$ cat src/rtl/hbx_pkg.sv
package hbx_pkg;

  // Host byte offsets.
  localparam logic [2:0] OFS_DATA = 3'd0;
  localparam logic [2:0] OFS_DHI  = 3'd1;
  localparam logic [2:0] OFS_STAT = 3'd2;
  localparam logic [2:0] OFS_MBOX = 3'd3;
  localparam logic [2:0] OFS_RST  = 3'd7;

  // Mask bit positions. These differ from the status bit positions.
  localparam int MB_RSEL     = 7;
  localparam int MB_INMAIL   = 6;
  localparam int MB_INFULL   = 5;
  localparam int MB_INEMPTY  = 3;
  localparam int MB_OUTFULL  = 2;
  localparam int MB_OUTEMPTY = 0;

  localparam logic [7:0] MASK_KEEP = 8'hED;

  // Status byte, most significant bit first.
  typedef struct packed {
    logic out_mail;
    logic out_full;
    logic in_empty;
    logic out_half;
    logic in_half;
    logic in_mail;
    logic in_full;
    logic out_empty;
  } status_t;

  function automatic logic [7:0] keep_mask(input logic [7:0] m);
    return m & MASK_KEEP;
  endfunction

  function automatic logic irq_hit(input logic [7:0] m, input status_t s);
    return (m[MB_INMAIL]   & s.in_mail)  |
           (m[MB_INFULL]   & s.in_full)  |
           (m[MB_INEMPTY]  & s.in_empty) |
           (m[MB_OUTFULL]  & s.out_full) |
           (m[MB_OUTEMPTY] & s.out_empty);
  endfunction

  function automatic int unsigned usable_cap(input int unsigned depth, input logic wmode);
    return wmode ? depth : depth / 2;
  endfunction

endpackage

$ cat src/rtl/hbx_fifo.sv
module hbx_fifo #(
  parameter int DW    = 16,
  parameter int DEPTH = 16,
  localparam int AW   = (DEPTH > 1) ? $clog2(DEPTH) : 1,
  localparam int CW   = $clog2(DEPTH + 1)
) (
  input  logic          clk,
  input  logic          rst_n,
  input  logic          clr,
  input  logic [CW-1:0] cap,
  input  logic          push,
  input  logic [DW-1:0] push_data,
  input  logic          pop,
  output logic [DW-1:0] head,
  output logic [CW-1:0] count,
  output logic          empty,
  output logic          full
);

  logic [DW-1:0] mem [DEPTH];
  logic [AW-1:0] wr_ptr, rd_ptr;
  logic          push_ok, pop_ok;

  function automatic logic [AW-1:0] step(input logic [AW-1:0] p);
    return (p == AW'(DEPTH - 1)) ? '0 : p + 1'b1;
  endfunction

  assign empty   = (count == '0);
  assign full    = (count >= cap);
  assign push_ok = push && !full;
  assign pop_ok  = pop && !empty;
  assign head    = empty ? '0 : mem[rd_ptr];

  always_ff @(posedge clk or negedge rst_n) begin
    if (!rst_n) begin
      wr_ptr <= '0;
      rd_ptr <= '0;
      count  <= '0;
    end else if (clr) begin
      wr_ptr <= '0;
      rd_ptr <= '0;
      count  <= '0;
    end else begin
      if (push_ok) wr_ptr <= step(wr_ptr);
      if (pop_ok)  rd_ptr <= step(rd_ptr);
      case ({push_ok, pop_ok})
        2'b10:   count <= count + 1'b1;
        2'b01:   count <= count - 1'b1;
        default: count <= count;
      endcase
    end
  end

  always_ff @(posedge clk) begin
    if (push_ok && !clr) mem[wr_ptr] <= push_data;
  end

endmodule

$ cat src/rtl/hbx_mailbox.sv
module hbx_mailbox #(
  parameter int W    = 8,
  parameter int KEEP = 6
) (
  input  logic         clk,
  input  logic         rst_n,
  input  logic         clr,
  input  logic         load,
  input  logic [W-1:0] load_data,
  input  logic         take,
  output logic [W-1:0] value,
  output logic         pending
);

  logic [KEEP-1:0] held;

  assign value = {held, {(W-KEEP){1'b0}}};

  always_ff @(posedge clk or negedge rst_n) begin
    if (!rst_n) begin
      held    <= '0;
      pending <= 1'b0;
    end else if (clr) begin
      held    <= '0;
      pending <= 1'b0;
    end else begin
      if (load) held <= load_data[W-1 -: KEEP];
      if (load)      pending <= 1'b1;
      else if (take) pending <= 1'b0;
    end
  end

endmodule

$ cat src/rtl/hbx_host_if.sv
module hbx_host_if #(
  parameter int DEPTH   = 16,
  parameter int DW      = 16,
  parameter int MBW     = 8,
  parameter int MB_KEEP = 6
) (
  input  logic          clk,
  input  logic          rst_n,
  input  logic          word_mode,
  input  logic [2:0]    host_addr,
  input  logic          host_wr,
  input  logic          host_rd,
  input  logic          host_word,
  input  logic [DW-1:0] host_wdata,
  output logic [DW-1:0] host_rdata,
  output logic          host_irq,
  input  logic          loc_push,
  input  logic [DW-1:0] loc_push_data,
  output logic          loc_in_full,
  input  logic          loc_pop,
  output logic [DW-1:0] loc_pop_data,
  output logic          loc_out_empty,
  input  logic          loc_mbox_wr,
  input  logic [MBW-1:0] loc_mbox_wdata,
  input  logic          loc_mbox_rd,
  output logic [MBW-1:0] loc_mbox_rdata,
  input  logic          loc_irq_arm
);
  import hbx_pkg::*;

  localparam int BW = DW / 2;
  localparam int CW = $clog2(DEPTH + 1);

  // Decoded host events, named so that the checker can observe them.
  logic wr_data, wr_dhi, wr_mask, wr_mbox, soft_rst;
  logic rd_data, rd_mbox;

  assign wr_data  = host_wr && (host_addr == OFS_DATA);
  assign wr_dhi   = host_wr && (host_addr == OFS_DHI);
  assign wr_mask  = host_wr && (host_addr == OFS_STAT);
  assign wr_mbox  = host_wr && (host_addr == OFS_MBOX);
  assign soft_rst = host_wr && (host_addr == OFS_RST);
  assign rd_data  = host_rd && (host_addr == OFS_DATA);
  assign rd_mbox  = host_rd && (host_addr == OFS_MBOX);

  logic [CW-1:0] cap, half;
  assign cap  = CW'(usable_cap(DEPTH, word_mode));
  assign half = cap >> 1;

  // Host-side registers.
  logic [BW-1:0] hi_stage;
  logic [7:0]    mask_q;
  logic          irq_en;

  always_ff @(posedge clk or negedge rst_n) begin
    if (!rst_n) begin
      hi_stage <= '0;
      mask_q   <= '0;
      irq_en   <= 1'b0;
    end else if (soft_rst) begin
      hi_stage <= '0;
      mask_q   <= '0;
      irq_en   <= 1'b0;
    end else begin
      if (wr_dhi)      hi_stage <= host_wdata[BW-1:0];
      if (wr_mask)     mask_q   <= keep_mask(host_wdata[7:0]);
      if (loc_irq_arm) irq_en   <= 1'b1;
    end
  end

  // Outbound path: the host pushes, the local side pops.
  logic [DW-1:0] out_push_data;
  logic [CW-1:0] out_count;
  logic          out_empty, out_full;

  always_comb begin
    if (host_word)      out_push_data = host_wdata;
    else if (word_mode) out_push_data = {hi_stage, host_wdata[BW-1:0]};
    else                out_push_data = {{(DW-BW){1'b0}}, host_wdata[BW-1:0]};
  end

  hbx_fifo #(.DW(DW), .DEPTH(DEPTH)) u_out_fifo (
    .clk(clk), .rst_n(rst_n), .clr(soft_rst), .cap(cap),
    .push(wr_data), .push_data(out_push_data),
    .pop(loc_pop), .head(loc_pop_data),
    .count(out_count), .empty(out_empty), .full(out_full)
  );

  // Inbound path: the local side pushes, the host pops.
  logic [DW-1:0] in_head;
  logic [CW-1:0] in_count;
  logic          in_empty, in_full;

  hbx_fifo #(.DW(DW), .DEPTH(DEPTH)) u_in_fifo (
    .clk(clk), .rst_n(rst_n), .clr(soft_rst), .cap(cap),
    .push(loc_push), .push_data(loc_push_data),
    .pop(rd_data), .head(in_head),
    .count(in_count), .empty(in_empty), .full(in_full)
  );

  // Mailboxes.
  logic [MBW-1:0] in_mb_val, out_mb_val;
  logic           in_mb_pend, out_mb_pend, in_mb_take;

  assign in_mb_take = rd_mbox && !mask_q[MB_RSEL];

  hbx_mailbox #(.W(MBW), .KEEP(MB_KEEP)) u_in_mbox (
    .clk(clk), .rst_n(rst_n), .clr(soft_rst),
    .load(loc_mbox_wr), .load_data(loc_mbox_wdata),
    .take(in_mb_take), .value(in_mb_val), .pending(in_mb_pend)
  );

  hbx_mailbox #(.W(MBW), .KEEP(MB_KEEP)) u_out_mbox (
    .clk(clk), .rst_n(rst_n), .clr(soft_rst),
    .load(wr_mbox), .load_data(host_wdata[MBW-1:0]),
    .take(loc_mbox_rd), .value(out_mb_val), .pending(out_mb_pend)
  );

  // Status byte and interrupt.
  status_t    stat;
  logic [7:0] stat_byte;

  always_comb begin
    stat.out_mail  = out_mb_pend;
    stat.out_full  = out_full;
    stat.in_empty  = in_empty;
    stat.out_half  = (out_count >= half);
    stat.in_half   = (in_count >= half);
    stat.in_mail   = in_mb_pend;
    stat.in_full   = in_full;
    stat.out_empty = out_empty;
  end
  assign stat_byte = stat;

  assign host_irq = irq_en && irq_hit(mask_q, stat);

  // Host read mux.
  always_comb begin
    host_rdata = '0;
    if (host_rd) begin
      case (host_addr)
        OFS_DATA: host_rdata = host_word ? in_head : {{(DW-BW){1'b0}}, in_head[BW-1:0]};
        OFS_STAT: host_rdata = DW'(stat_byte);
        OFS_MBOX: host_rdata = mask_q[MB_RSEL] ? DW'(out_mb_val) : DW'(in_mb_val);
        default:  host_rdata = '0;
      endcase
    end
  end

  assign loc_in_full    = in_full;
  assign loc_out_empty  = out_empty;
  assign loc_mbox_rdata = out_mb_val;

endmodule

$ cat config.mk
export PLATFORM = sky130hd
export DESIGN_NAME = hbx_host_if
export DESIGN_NICKNAME = d
export VERILOG_FILES = /design/src/rtl/hbx_pkg.sv /design/src/rtl/hbx_fifo.sv /design/src/rtl/hbx_mailbox.sv /design/src/rtl/hbx_host_if.sv
export SDC_FILE = /design/constraint.sdc
export NUM_CORES = 1
export LEC_CHECK = 0
export BUFFER_PORTS_ARGS = -buffer_cell sky130_fd_sc_hd__buf_2
export CORE_ASPECT_RATIO = 0.7
export CORE_UTILIZATION = 55
export CTS_BUF_LIST = sky130_fd_sc_hd__clkbuf_4 sky130_fd_sc_hd__clkbuf_8 sky130_fd_sc_hd__clkbuf_16
export DETAILED_ROUTE_END_ITERATION = 7
export PLACE_DENSITY = 0.72
export SLEW_MARGIN = 30
export SYNTH_ARGS = -nofsm -noshare
export SYNTH_HDL_FRONTEND = slang
export SYNTH_HIERARCHICAL = 1
export SYNTH_SLANG_ARGS = --single-unit
$ cat constraint.sdc
create_clock -name clk -period 7.44 [get_ports clk]
set_input_delay 1.116 -clock clk [delete_from_list [all_inputs] [get_ports clk]]
set_output_delay 1.116 -clock clk [all_outputs]
set_load 0.02 [all_outputs]
After elaboration in Yosys (flattened, before gate mapping)
Memory sizes are Yosys's and may differ from the RTL's.
Cells that the tools add are included.
{"block": "word_totals", "ramBits": 512, "rom_bits": 0, "reg_bits": 57, "latch_bits": 0, "n_memories": 2}
{"name": "u_in_fifo.mem", "words": 16, "width": 16, "rd": 1, "rd_ports_with_merged_regs": 0, "write_ports": 1, "line_no": "hbx_fifo.sv:20", "text": "logic [DW-1:0] mem [DEPTH];"}
{"name": "u_out_fifo.mem", "words": 16, "width": 16, "rd": 1, "rd_ports_with_merged_regs": 0, "write_ports": 1, "line_no": "hbx_fifo.sv:20"}
{"block": "op_classes", "shift": 0, "addsub": 8, "magnitude_cmp": 4, "muxes": 45, "div_mod_pow": 0, "n_bitwise": 9, "eq_ne": 12, "reduce_logical": 37, "multipliers": 0}
{"operator": "2-to-1 mux 16 bit", "count": 6}
{"operator": "2-to-1 mux 4 bit", "count": 12}
{"operator": "one-hot mux 16 bit (3 select lines)", "count": 1}
{"operator": "2-to-1 mux 8 bit", "count": 5}
{"operator": "2-to-1 mux 6 bit", "count": 4}
{"operator": "one-hot mux 5 bit (2 select lines)", "count": 2}
{"operator": "nonzero test 2 bit", "count": 9}
{"operator": "adder 4 x 1 -> 4 bit (second input constant)", "count": 4}
{"operator": "== test 4 bit (second input constant)", "count": 4}
{"operator": "logical AND 1 bit", "count": 15}
{"operator": "2-to-1 mux 5 bit", "count": 3}
{"operator": "2-to-1 mux 1 bit", "count": 12}
{"operator": "nonzero test 3 bit", "count": 4}
{"operator": "adder 5 x 1 -> 5 bit (second input constant)", "count": 2}
{"operator": "greater-or-equal comparator 5 x 4 -> 1 bit", "count": 2}
{"operator": "greater-or-equal comparator 5 bit", "count": 2}
{"operator": "logical NOT 5 bit", "count": 2}
{"operator": "subtractor 5 x 1 -> 5 bit (second input constant)", "count": 2}
{"operator": "== test 3 x 2 -> 1 bit (second input constant)", "count": 2}
{"operator": "logical NOT 1 bit", "count": 6}
{"operator": "bitwise AND 1 bit", "count": 5}
{"operator": "== test 2 x 1 -> 1 bit (second input constant)", "count": 2}
{"operator": "== test 2 bit (second input constant)", "count": 2}
{"operator": "OR 1 bit", "count": 4}
{"operator": "other kinds (3)", "count": 3}

Depth between registers and ports, before layout
Gate-level depths: netlist of the first run.
{"block": "logic_depth", "ltp_word": 8, "ltp_mapped": 15, "ltp_nobuf": 14}

By module
Netlist of the first run, hierarchy kept.
{"module": "hbx_fifo at u_in_fifo", "area_each_um2": 10829.1, "n_inst": 1, "cells_each": 504}
{"module": "hbx_fifo at u_out_fifo", "area_each_um2": 10827.9, "n_inst": 1, "cells_each": 509}
{"module": "hbx_host_if", "area_each_um2": 1506.4, "n_inst": 1, "cells_each": 143}
{"module": "hbx_mailbox", "area_each_um2": 302.8, "n_inst": 2, "cells_each": 26}

Worst setup path after synthesis of the first run
OpenSTA, ideal clock, no wires.
{"block": "synth_path", "path_kind": "input port to flip-flop", "start": "input word_mode", "end": "memory u_in_fifo.mem[0][0], enable pin", "t_arrival_ps": 4711, "path_stages": 6, "setup_slack_ps": 2251, "setup_ps": 478, "t_required_ps": 6962, "cell_sequence": "inv_1 -> inv_1 -> ha_1 -> nor4b_1 -> a21oi_1 -> a2111oi_0"}
{"block": "synth_between", "elab_chain_cells": 7}
{"item": "start, declared", "line_no": "hbx_host_if.sv:9", "text": "input logic word_mode,"}
{"item": "2-to-1 mux 5 bit", "line_no": "hbx_pkg.sv:45", "text": "return wmode ? depth : depth / 2;"}
{"item": "greater-or-equal comparator 5 bit", "line_no": "hbx_fifo.sv:29", "text": "assign full = (count >= cap);"}
{"item": "logical NOT 1 bit", "line_no": "hbx_fifo.sv:30", "text": "assign push_ok = push && !full;"}
{"item": "logical AND 1 bit", "line_no": "hbx_fifo.sv:30"}
{"item": "logical AND 1 bit", "line_no": "hbx_fifo.sv:55", "text": "if (push_ok && !clr) mem[wr_ptr] <= push_data;"}
{"item": "2-to-1 mux 1 bit", "line_no": "hbx_fifo.sv:55"}
{"item": "2-to-1 mux 1 bit (not written as such)", "line_no": "hbx_fifo.sv:55"}
{"item": "end, declared", "line_no": "hbx_fifo.sv:20"}
Every way passes these cells.

Final worst setup path of the first run
{"block": "layout_path", "start": "register u_in_fifo.rd_ptr[0]", "end": "output host_rdata[6]"}
{"block": "layout_between", "elab_chain_cells": 5}
{"item": "start, declared", "line_no": "hbx_fifo.sv:21", "text": "logic [AW-1:0] wr_ptr, rd_ptr;"}
{"item": "start signal, assigned", "line_no": "hbx_fifo.sv:45", "text": "if (pop_ok) rd_ptr <= step(rd_ptr);"}
{"item": "memory (16 x 16 bit)"}
{"item": "2-to-1 mux 16 bit", "line_no": "hbx_fifo.sv:32", "text": "assign head = empty ? '0 : mem[rd_ptr];"}
{"item": "via in_head[6]", "line_no": "hbx_host_if.sv:90", "text": "logic [DW-1:0] in_head;"}
{"item": "2-to-1 mux 16 bit", "line_no": "hbx_host_if.sv:142", "text": "OFS_DATA: host_rdata = host_word ? in_head : {{(DW-BW){1'b0}}, in_head[BW-1:0]};"}
{"item": "one-hot mux 16 bit (3 select lines)", "line_no": "hbx_host_if.sv:141", "text": "case (host_addr)"}
{"item": "2-to-1 mux 16 bit", "line_no": "hbx_host_if.sv:140", "text": "if (host_rd) begin"}
{"item": "end, declared", "line_no": "hbx_host_if.sv:15", "text": "output logic [DW-1:0] host_rdata,"}
The timed path passes the listed nets, and every way through them passes these cells.

==> results of run 1 <==
cell type report:
cell class / count / area (um^2) / area share (%)
Inverter: 31 / 119 / 0.444
Clock inverter: 36 / 372 / 1.39
Antenna cell: 1 / 2.50 / 0.00935
Tap cell: 552 / 691 / 2.58
Clock buffer: 61 / 1400 / 5.24
Sequential cell: 567 / 16800 / 62.6
Timing Repair Buffer: 133 / 772 / 2.88
Multi-Input combinational cell: 550 / 6650 / 24.8
cells by family after synthesis:
logic type | Yosys count | synth area share, %
flip-flops | 567 | 70.5
multiplexers | 202 | 17.0
AND/OR/NAND/NOR | 197 | 4.56
AO/OA/AOI/OAI | 100 | 3.55
buffers and inverters | 98 | 2.27
adder cells (fa/ha/maj) | 32 | 1.75
XOR/XNOR | 9 | 0.363
other | 3 | 0.0474
state kept, by name (all words and copies together) (netlist names):
signal,cells
u_out_fifo/rd_ptr,4
u_out_fifo/count,5
u_out_fifo/wr_ptr,4
u_in_mbox/pending,1
hi_stage,8
mask_q,6
u_in_fifo/mem,256
u_out_mbox/pending,1
irq_en,1
u_out_mbox/held,6
u_in_fifo/rd_ptr,4
u_in_fifo/count,5
u_out_fifo/mem,256
u_in_mbox/held,6
u_in_fifo/wr_ptr,4
worst max-delay path by stage:
| stage | startpoint | to | slack, ps | cells past startpoint |
|---|---|---|---|---|
| after global routing | u_in_fifo/rd_ptr[0] | host_rdata[6] | 1980 | 8 |
| after global placement | word_mode | u_in_fifo/count[4] | 2740 | 15 |
| after floorplan | word_mode | u_in_fifo/mem[0][0] | 2250 | 6 |
| after detailed placement | word_mode | u_in_fifo/count[4] | 2660 | 15 |
| final | u_in_fifo/rd_ptr[0] | host_rdata[6] | 2300 | 8 |
| after CTS | u_in_fifo/rd_ptr[0] | host_rdata[6] | 2140 | 8 |
metrics by stage:
stage	total power, uW	setup slack (ps)	hold WS (ps)
2_1_floorplan	5880	2250	457
3_3_place_gp	6520	2740	476
3_5_place_dp	6600	2660	485
4_1_cts	9340	2140	500
5_1_grt	9670	1980	547
6_report	9270	2300	491
worst register-to-register path, stage by stage, from the launching register on:
cell	delay (ps)
dfrtp_1	500
ha_1	330
nand2_1	70
o2111ai_1	460
nand2_1	460
or2_2	440
inv_1	110
ha_1	260
nor2b_1	160
o21a_1	190
or3_1	300
mux2i_1	140
mux2_2	340
power by group:
part	internal, uW	switching, uW	total, uW
clock network	1600	1150	2750
registers	3750	332	4080
logic	1220	1220	2440
placed cells by master (no fill, tap or decap), types with 29 or more instances in the layout:
cell       count
mux2i_1       32
nor2b_1       46
clkbuf_16     54
edfxtp_1     512
mux4_2       160
ha_1          30
inv_1         29
dfrtp_1       49
nor2_1        43
buf_2         92
buf_4         40
layer usage:
layer	share of wire [%]	global-route usage [%]
met3	7.5	4.45
met4	1.4	4.78
met2	45	35.1
met1	46	37.9
met5	0	0
==> metrics.md, run 1 <==
| Metric | Value |
|---|---|
| Status | `finished, final reports clean` |
| Startpoint types | `register` |
| Dpl hpwl | `31.3 mm` |
| Post-CTS Setup Bufs | `0` |
| First-pass GRT wire length | `77.4 mm` |
| Vias | `12047` |
| Pwr dens | `346 nW/um^2` |
| Synth area leader | `edfxtp_1` |
| Synthesized flop and latch total | `567` |
| Worst-Margin Slew | `894 ps` |
| Clk Latency, worst-skew pair | `580 ps` |
| Worst-path clk slew | `60 ps` |
| DR pass1 iterations | `5` |
| Filler instances | `2917` |
| Clock tree buffer depth | `3` |
| Grt total ovfl | `0` |
| CTS Hold Buffers Added | `0` |
| Post-placement cell area | `25000 um^2` |
| Final ANT Viol Nets | `0` |
| Largest cells by area after synthesis | `edfxtp_1 65%, mux4_2 15%, dfrtp_1 5.8%` |
| Cell row count | `63` |
| Final count of negative-setup-slack endpoints | `0` |
| Min Tclk post-route | `5140 ps` |
| Finished layout cell area | `26800 um^2` |
| Seq/Total Area, Yosys | `70.5%` |
| Top-count cell post-synth | `edfxtp_1` |
| EDFF count, synth | `512` |
| Routability congestion estimate from global placement | `0.788` |
| Fin. max-slew vios | `0` |
| Max stage delay cell, worst path | `dfrtp_4` |
| Share of the synthesized area in the top cell type | `64.7%` |
| Setup Skew | `25.8 ps` |
| Hold depth | `2` |
| I/O Buffers | `92` |
| Post-CTS Resized | `0` |
| Setup repair after global routing missed its margin | `no` |
| Number of instances in the placed design | `1833` |
| DRC Markers | `0` |
| Vias/cell | `6.24` |
| VDD IR max | `0.000240 V` |
| Relative slew slack | `40.4%` |
| Starting Density | `55.9%` |
| CTS Root Cell | `clkbuf_16` |
| Die Ht | `176 um` |
| Total Die Area | `44100 um^2` |
| Synth unique cells | `73` |
| Reg-to-reg slack, setup | `3570 ps` |
| Post-layout nets | `1421` |
| H-tree Lvls | `2` |
| Final Hold Viols | `0` |
| CP most frequent cell | `mux4_2` |
| Top FF cell, synth | `edfxtp_1` |
| Fin Setup TNS | `0 ps` |
| Worst reg2reg endpoint | `u_in_fifo/count[4]` |
| CP cell instances | `buf_4 -> mux4_2 -> mux4_2 -> nor2b_1 -> mux2i_1 -> o22ai_1 -> and2_1 -> buf_2` |
| DRT Wirelength | `51.1 mm` |
| Synth warn | `6` |
| Ports | `97` |
| Sink Count | `567` |
| CP bufs+invs | `2` |
| Critical setup path kind | `register to output port` |
| Num CTS Buffers | `52` |
| Leak | `0.00905 uW` |
| Die Wd | `250 um` |
| Hold path startpoint | `irq_en` |
| R2R Path Start | `u_in_fifo/count[1]` |
| Critical Path End Type | `output port` |
| Worst EP arrival | `4030 ps` |
| Fmax achieved | `194 MHz` |
| Synth Area per Inst | `19.7 um^2` |
| Final Util | `63.0%` |
| Synth top cells by count | `512 x edfxtp_1, 160 x mux4_2, 62 x nor2_1` |
| Fin crit share | `69.1%` |
| Synthesis-to-finish area growth | `12.6%` |
| Crit-path max FO | `44` |
| Slowest stage delay, CP | `980 ps` |
| Synth Cell Area | `23800 um^2` |
| Core Region | `42500 um^2` |
| Proportion of layout cells with a drive suffix above 1 | `33.3%` |
| Finished Layout Cells | `1931` |
| Initial antenna violation count | `2` |
| Ys async rst share | `9.70%` |
| Avg WL per Cell | `26.5 um` |
| Cells after Synth | `1208` |
| Vias in the first global route | `12159` |
| R2R depth | `12` |
| Max capacitance violation total | `0` |
| DRT iter0 DRCs | `1142` |
| CTS tree | `done` |
| WHS Endpoint | `irq_en` |
| Largest net degree at the start of global routing | `69` |
| Total track usage | `23.9%` |
| Hold WC Path Type | `register to register` |
| Crit-path leading delay family | `multiplexers` |
| Worst EP required | `6320 ps` |
No activity file was read; power rests on OpenSTA's default activity.
==> run 2: changes to the inputs <==
--- a/config.mk
+++ b/config.mk
@@ -5,6 +5,7 @@
 export SDC_FILE = /design/constraint.sdc
 export NUM_CORES = 1
 export LEC_CHECK = 0
+export ABC_AREA = 1
 export BUFFER_PORTS_ARGS = -buffer_cell sky130_fd_sc_hd__buf_2
 export CORE_ASPECT_RATIO = 0.7
 export CORE_UTILIZATION = 55
==> constraint.sdc (replaced) <==
create_clock -name clk -period 5 [get_ports clk]
set_input_delay 0.75 -clock clk [delete_from_list [all_inputs] [get_ports clk]]
set_output_delay 0.75 -clock clk [all_outputs]
set_load 0.02 [all_outputs]
==> metrics.md, run 2 <==
| Metric | Value |
|---|---|
| Status | `finished, violations left` |
| Failing checks | `DRC` |
| Worst EP required | `4250 ps` |
| Largest cells by area after synthesis | `edfxtp_1 63%, nand2_1 8.0%, dfrtp_1 5.7%` |
| Simple-gate portion of the synthesized area | `15.2%` |
| Worst EP arrival | `3390 ps` |
| Most frequent cells in the layout | `520 x nand2_1, 512 x edfxtp_1, 223 x nor2_1` |
| Total track usage | `27.0%` |
| Worst-path clk slew | `70 ps` |
| Clk Latency, worst-skew pair | `580 ps` |
| Setup Skew | `15.0 ps` |
| Leading cell type in the layout, fill and taps excluded | `nand2_1` |
| H-tree Lvls | `2` |
| Synthesized flop and latch total | `567` |
| Core Region | `43600 um^2` |
| Ports | `97` |
| Finished Layout Cells | `2881` |
| Vias | `16601` |
| Synth area leader | `edfxtp_1` |
| Adder-cell share of the synthesized area | `1.71%` |
| Seq/Total Area, Yosys | `68.8%` |
| Min Tclk post-route | `4140 ps` |
| CTS Hold Buffers Added | `0` |
| Avg WL per Cell | `21.0 um` |
| Dpl hpwl | `37.9 mm` |
| Number of instances in the placed design | `2780` |
| Hold WC Path Type | `input port to async pin` |
| Routability congestion estimate from global placement | `0.938` |
| Startpoint types | `register` |
| Largest net degree at the start of global routing | `130` |
| Synth Area per Inst | `11.4 um^2` |
| Fin. max-slew vios | `0` |
| EDFF count, synth | `512` |
| Num CTS Buffers | `54` |
| Largest regs | `u_in_fifo/mem: 256 flops, u_out_fifo/mem: 256 flops, hi_stage: 8 flops` |
| Initial antenna violation count | `2` |
| DRT Wirelength | `60.4 mm` |
| Proportion of layout cells with a drive suffix above 1 | `13.4%` |
| CP most frequent cell | `nand2_1` |
| Fin Setup TNS | `0 ps` |
| Setup repair after global routing missed its margin | `no` |
| CTS Root Cell | `clkbuf_16` |
| Final count of negative-setup-slack endpoints | `0` |
| Fmax achieved | `241 MHz` |
| Grt total ovfl | `0` |
| Synthesis-to-finish area growth | `12.0%` |
| Synth unique cells | `40` |
| Post-layout nets | `2328` |
| DRC Markers | `1` |
| Synth Cell Area | `24300 um^2` |
| Top-count cell post-synth | `nand2_1` |
| VDD IR max | `0.000387 V` |
| I/O Buffers | `92` |
| CP cell instances | `inv_2 -> buf_4 -> o21ai_0 -> o22ai_1 -> nand2_1 -> nand2_1 -> nand2_1 -> nor2_1 -> nand3_1 -> nand2_1 -> inv_1 -> a21oi_1 -> buf_2` |
| Ys async rst share | `9.70%` |
| Critical setup path kind | `register to output port` |
| Share of the synthesized area in the top cell type | `63.2%` |
| First-pass GRT wire length | `90.2 mm` |
| Leak | `0.0104 uW` |
| Critical Path End Type | `output port` |
| DR pass1 iterations | `8` |
| Vias/cell | `5.76` |
| DRT iter0 DRCs | `1898` |
| Mux cell area share after synthesis | `1.32%` |
| Worst-Margin Slew | `905 ps` |
| Crit-path max FO | `33` |
| Post-CTS Setup Bufs | `0` |
| Synth top cells by count | `520 x nand2_1, 512 x edfxtp_1, 233 x nor2_1` |
| Die Ht | `178 um` |
| Final Hold Viols | `0` |
| Largest family of logic cells by synthesized area | `simple AND/OR/NAND/NOR gates` |
| Final ANT Viol Nets | `0` |
| Cell row count | `64` |
| Clock tree buffer depth | `3` |
| Xor and xnor area share after synthesis | `0.216%` |
| Starting Density | `55.8%` |
| Post-CTS Resized | `0` |
| Top FF cell, synth | `edfxtp_1` |
| Cells after Synth | `2132` |
| Synth warn | `6` |
| Relative slew slack | `39.5%` |
| Total Die Area | `45100 um^2` |
| Sink Count | `567` |
| Compound-Gate Fraction of Synth Area | `8.57%` |
| CTS tree | `done` |
| Pwr dens | `529 nW/um^2` |
| Max stage delay cell, worst path | `dfrtp_2` |
| Vias in the first global route | `15266` |
| Fin crit share | `82.9%` |
| Die Wd | `253 um` |
| Max capacitance violation total | `0` |
| Slowest stage delay, CP | `640 ps` |
## run 2: worst max-delay path: cells and delay by family (launching register included)
family / cells / cell delay [ps]
buffers and inverters: 4 / 840
and+or+nand+nor: 6 / 730
DFF: 1 / 640
AOI/OAI and AO/OA: 3 / 600
## run 2: through the flow
step                      utilization [%]  worst slack, ps  instance area (um^2)  total power [uW]  hold slack, ps
after detailed placement             58.4             1320                 25500             10400             477
after global placement               58.4             1340                 25500             10300             473
after CTS                            62.4              690                 27200             14400             311
after global routing                 62.5              737                 27300             15200             341
final                                62.5              856                 27300             14400             285
after floorplan                         -             1560                 24400              8950             442
## run 2: kinds of logic after synthesis
kind of cell | count (synthesis)
DFF | 567
and+or+nand+nor | 887
AOI/OAI and AO/OA | 399
muxes | 32
buffers and inverters | 206
xor gates and xnor gates | 6
other | 3
adders and majority gates | 32
## run 2: path summary, 6_finish.rpt
kind | end | slack (ps) | depth (start not counted) | from
setup / recovery | host_rdata[3] | 860 | 13 | u_in_fifo/rd_ptr[1]
hold / removal | u_out_fifo/count[2] | 280 | 2 | rst_n
setup reg to reg | u_in_fifo/count[4] | 1980 | 15 | u_in_fifo/count[2]
hold reg to reg | u_in_mbox/held[1] | 490 | 2 | u_in_mbox/held[1]
max in group asynchronous | u_out_fifo/rd_ptr[0] | 4150 | 2 | rst_n
min in group clk | irq_en | 400 | 3 | loc_irq_arm
## run 2: routing by layer
layer | share of wire (%) | global-route usage, %
met1 | 44 | 42.7
met2 | 42 | 37.9
met3 | 11 | 4.76
met4 | 2.8 | 8.31
met5 | 0 | 0
## run 2: area by class of cell
class | instances | area (um^2)
inverters | 105 | 399
clock buffers | 70 | 1500
clock inverters | 30 | 250
well taps | 594 | 743
repair buffers | 148 | 918
flip-flops and latches | 567 | 16800
fillers | 3299 | 16400
diodes | 1 | 2.50
multi-input cells | 1366 | 6680
## run 2: power by group
part           internal [uW]  total (uW)  switching (uW)
Combinational           1370        4680            3310
Sequential              5490        5710             216
Clock                   2320        4030            1710
==> run 3: changes to the inputs <==
--- a/config.mk
+++ b/config.mk
@@ -5,13 +5,13 @@
 export SDC_FILE = /design/constraint.sdc
 export NUM_CORES = 1
 export LEC_CHECK = 0
-export ABC_AREA = 1
+export ABC_AREA = 0
 export BUFFER_PORTS_ARGS = -buffer_cell sky130_fd_sc_hd__buf_2
 export CORE_ASPECT_RATIO = 0.7
 export CORE_UTILIZATION = 55
 export CTS_BUF_LIST = sky130_fd_sc_hd__clkbuf_4 sky130_fd_sc_hd__clkbuf_8 sky130_fd_sc_hd__clkbuf_16
 export DETAILED_ROUTE_END_ITERATION = 7
-export PLACE_DENSITY = 0.72
+export PLACE_DENSITY = 0.75
 export SLEW_MARGIN = 30
 export SYNTH_ARGS = -nofsm -noshare
 export SYNTH_HDL_FRONTEND = slang
==> constraint.sdc (replaced) <==
create_clock -name clk -period 3.7 [get_ports clk]
set_input_delay 0.555 -clock clk [delete_from_list [all_inputs] [get_ports clk]]
set_output_delay 0.555 -clock clk [all_outputs]
set_load 0.02 [all_outputs]
==> metrics.md, run 3 (same netlist as run 1, synthesis figures left out) <==
| Metric | Value |
|---|---|
| DRC Markers | `0` |
| I/O Buffers | `92` |
| First-pass GRT wire length | `78.8 mm` |
| Hold slack final | `11.9 ps` |
| Worst EP required | `3140 ps` |
| Critical setup path kind | `register to output port` |
| Initial antenna violation count | `3` |
| Fin crit share | `99.8%` |
| Total track usage | `24.4%` |
| H-tree Lvls | `2` |
| Relative slew slack | `51.0%` |
| Filler instances | `2788` |
| Final Util | `64.3%` |
| Crit-path leading delay family | `multiplexers` |
| Routability congestion estimate from global placement | `0.809` |
| Num CTS Buffers | `53` |
| Grt total ovfl | `0` |
| Ports | `97` |
| Worst EP arrival | `3140 ps` |
| Synthesis-to-finish area growth | `14.9%` |
| CTS Hold Buffers Added | `0` |
| Sink Count | `567` |
| Die Ht | `176 um` |
| Proportion of layout cells with a drive suffix above 1 | `36.2%` |
| CTS tree | `done` |
| Flop pwr share | `42.0%` |
| Comb power frac | `29.4%` |
| Total Die Area | `44100 um^2` |
| Worst-path clk slew | `70 ps` |
| Vias/cell | `6.23` |
| Critical Path End Type | `output port` |
| DR pass1 iterations | `5` |
| Starting Density | `55.9%` |
| Net Sw Power | `5570 uW` |
| Avg WL per Cell | `26.7 um` |
| Pwr dens | `698 nW/um^2` |
| Final count of negative-setup-slack endpoints | `0` |
| Fin. max-slew vios | `0` |
| Slowest stage delay, CP | `530 ps` |
| Core Region | `42500 um^2` |
| Final ANT Viol Nets | `0` |
| CP cell instances | `buf_12 -> buf_4 -> mux4_2 -> mux4_2 -> nor2b_1 -> mux2i_1 -> o22ai_1 -> and2_4 -> buf_4` |
| Setup repair after global routing missed its margin | `yes` |
| Worst-Margin Slew | `733 ps` |
| Net Sw Frac | `29.2%` |
| Clock power share | `28.5%` |
| Largest regs | `u_in_fifo/mem: 256 flops, u_out_fifo/mem: 256 flops, hi_stage: 8 flops` |
| Hold WC Path Type | `input port to async pin` |
| Startpoint types | `register` |
| Vias | `12304` |
| Leading cell type in the layout, fill and taps excluded | `edfxtp_1` |
| Status | `finished, final reports clean` |
| Leak | `0.00932 uW` |
| DRT iter0 DRCs | `1265` |
| Max stage delay cell, worst path | `mux4_2` |
| DRT Wirelength | `52.7 mm` |
| Min Tclk post-route | `3690 ps` |
| VDD IR max | `0.000429 V` |
| Setup Skew | `39.4 ps` |
| Final Hold Viols | `0` |
| Die Wd | `250 um` |
| Most frequent cells in the layout | `512 x edfxtp_1, 160 x mux4_2, 84 x buf_2` |
| Reg-to-reg slack, setup | `440 ps` |
| Max capacitance violation total | `0` |
| Clock tree buffer depth | `3` |
| Post-layout nets | `1462` |
| CP bufs+invs | `3` |
| Vias in the first global route | `12456` |
| Dpl hpwl | `31.8 mm` |
| CTS Root Cell | `clkbuf_16` |
| Cell row count | `63` |
| Internal | `13500 uW` |
| Fmax achieved | `271 MHz` |
| Clk Latency, worst-skew pair | `600 ps` |
| Crit-path max FO | `5` |
| Largest net degree at the start of global routing | `69` |
-- run 3: cell count changes in the layout (fill, tap and decap cells not counted), sizes merged, moves of 26 or more --
cell / delta
inv: -69
o22ai: -60
nor3: -26
nand2: -517
nor2b: +46
a21oi: -123
nand3: -51
mux4: +160
nor2: -179
o21ai: -182
-- run 3: timing repair --
item,in CTS,in global routing
pin swaps,1,5
gates cloned,0,2
buffers inserted,6,6
resized for setup,3,25
setup endpoints to repair,16,13
-- run 3: through the flow --
stage	power (uW)	setup TNS, ps	std cells	setup slack, ps	instance area [um^2]
6_report	19100	0	1974	8.64	27300
5_1_grt	19900	-193	1973	-71.0	27300
3_5_place_dp	13400	0	1860	145	25300
3_3_place_gp	13300	0	1860	259	25300
2_1_floorplan	11800	0	1215	26.2	23800
4_1_cts	18900	-52.8	1964	-26.8	27100
-- run 3: routing by layer --
metal,track usage [%],up-vias,share of wire (%)
li1,-,5235,-
met1,37.8,6500,44
met2,36.2,488,46
met3,4.28,79,8.0
met4,6.19,2,2.0
met5,0,-,0.015
-- run 3: final timing paths --
path,from,end,depth (start not counted)
setup / recovery,u_in_fifo/rd_ptr[0],host_rdata[7],9
hold / removal,rst_n,mask_q[6],1
setup reg to reg,u_in_fifo/count[2],u_in_fifo/count[4],10
hold reg to reg,irq_en,irq_en,2
max in group asynchronous,rst_n,u_out_fifo/rd_ptr[0],2
min in group clk,loc_mbox_wdata[2],u_in_mbox/held[0],3
-- run 3: final cells by class --
class	instances	area, um^2	share of cell area, %
antenna	2	5.00	0.0183
clock buffer	70	1500	5.51
clock inverter	29	248	0.907
inverter	31	119	0.435
multi-input combinational	550	6710	24.6
sequential	567	16800	61.4
tap	552	691	2.53
timing repair buffer	173	1260	4.63
-- run 3: power groups by stage --
stage	Sequential (uW)	Clock, uW	Combinational, uW
floorplan	7870	0	3960
global placement	8180	0	5100
detailed placement	8220	0	5200
CTS	8010	5510	5420
global route	8070	5780	6040
finish	8010	5440	5610
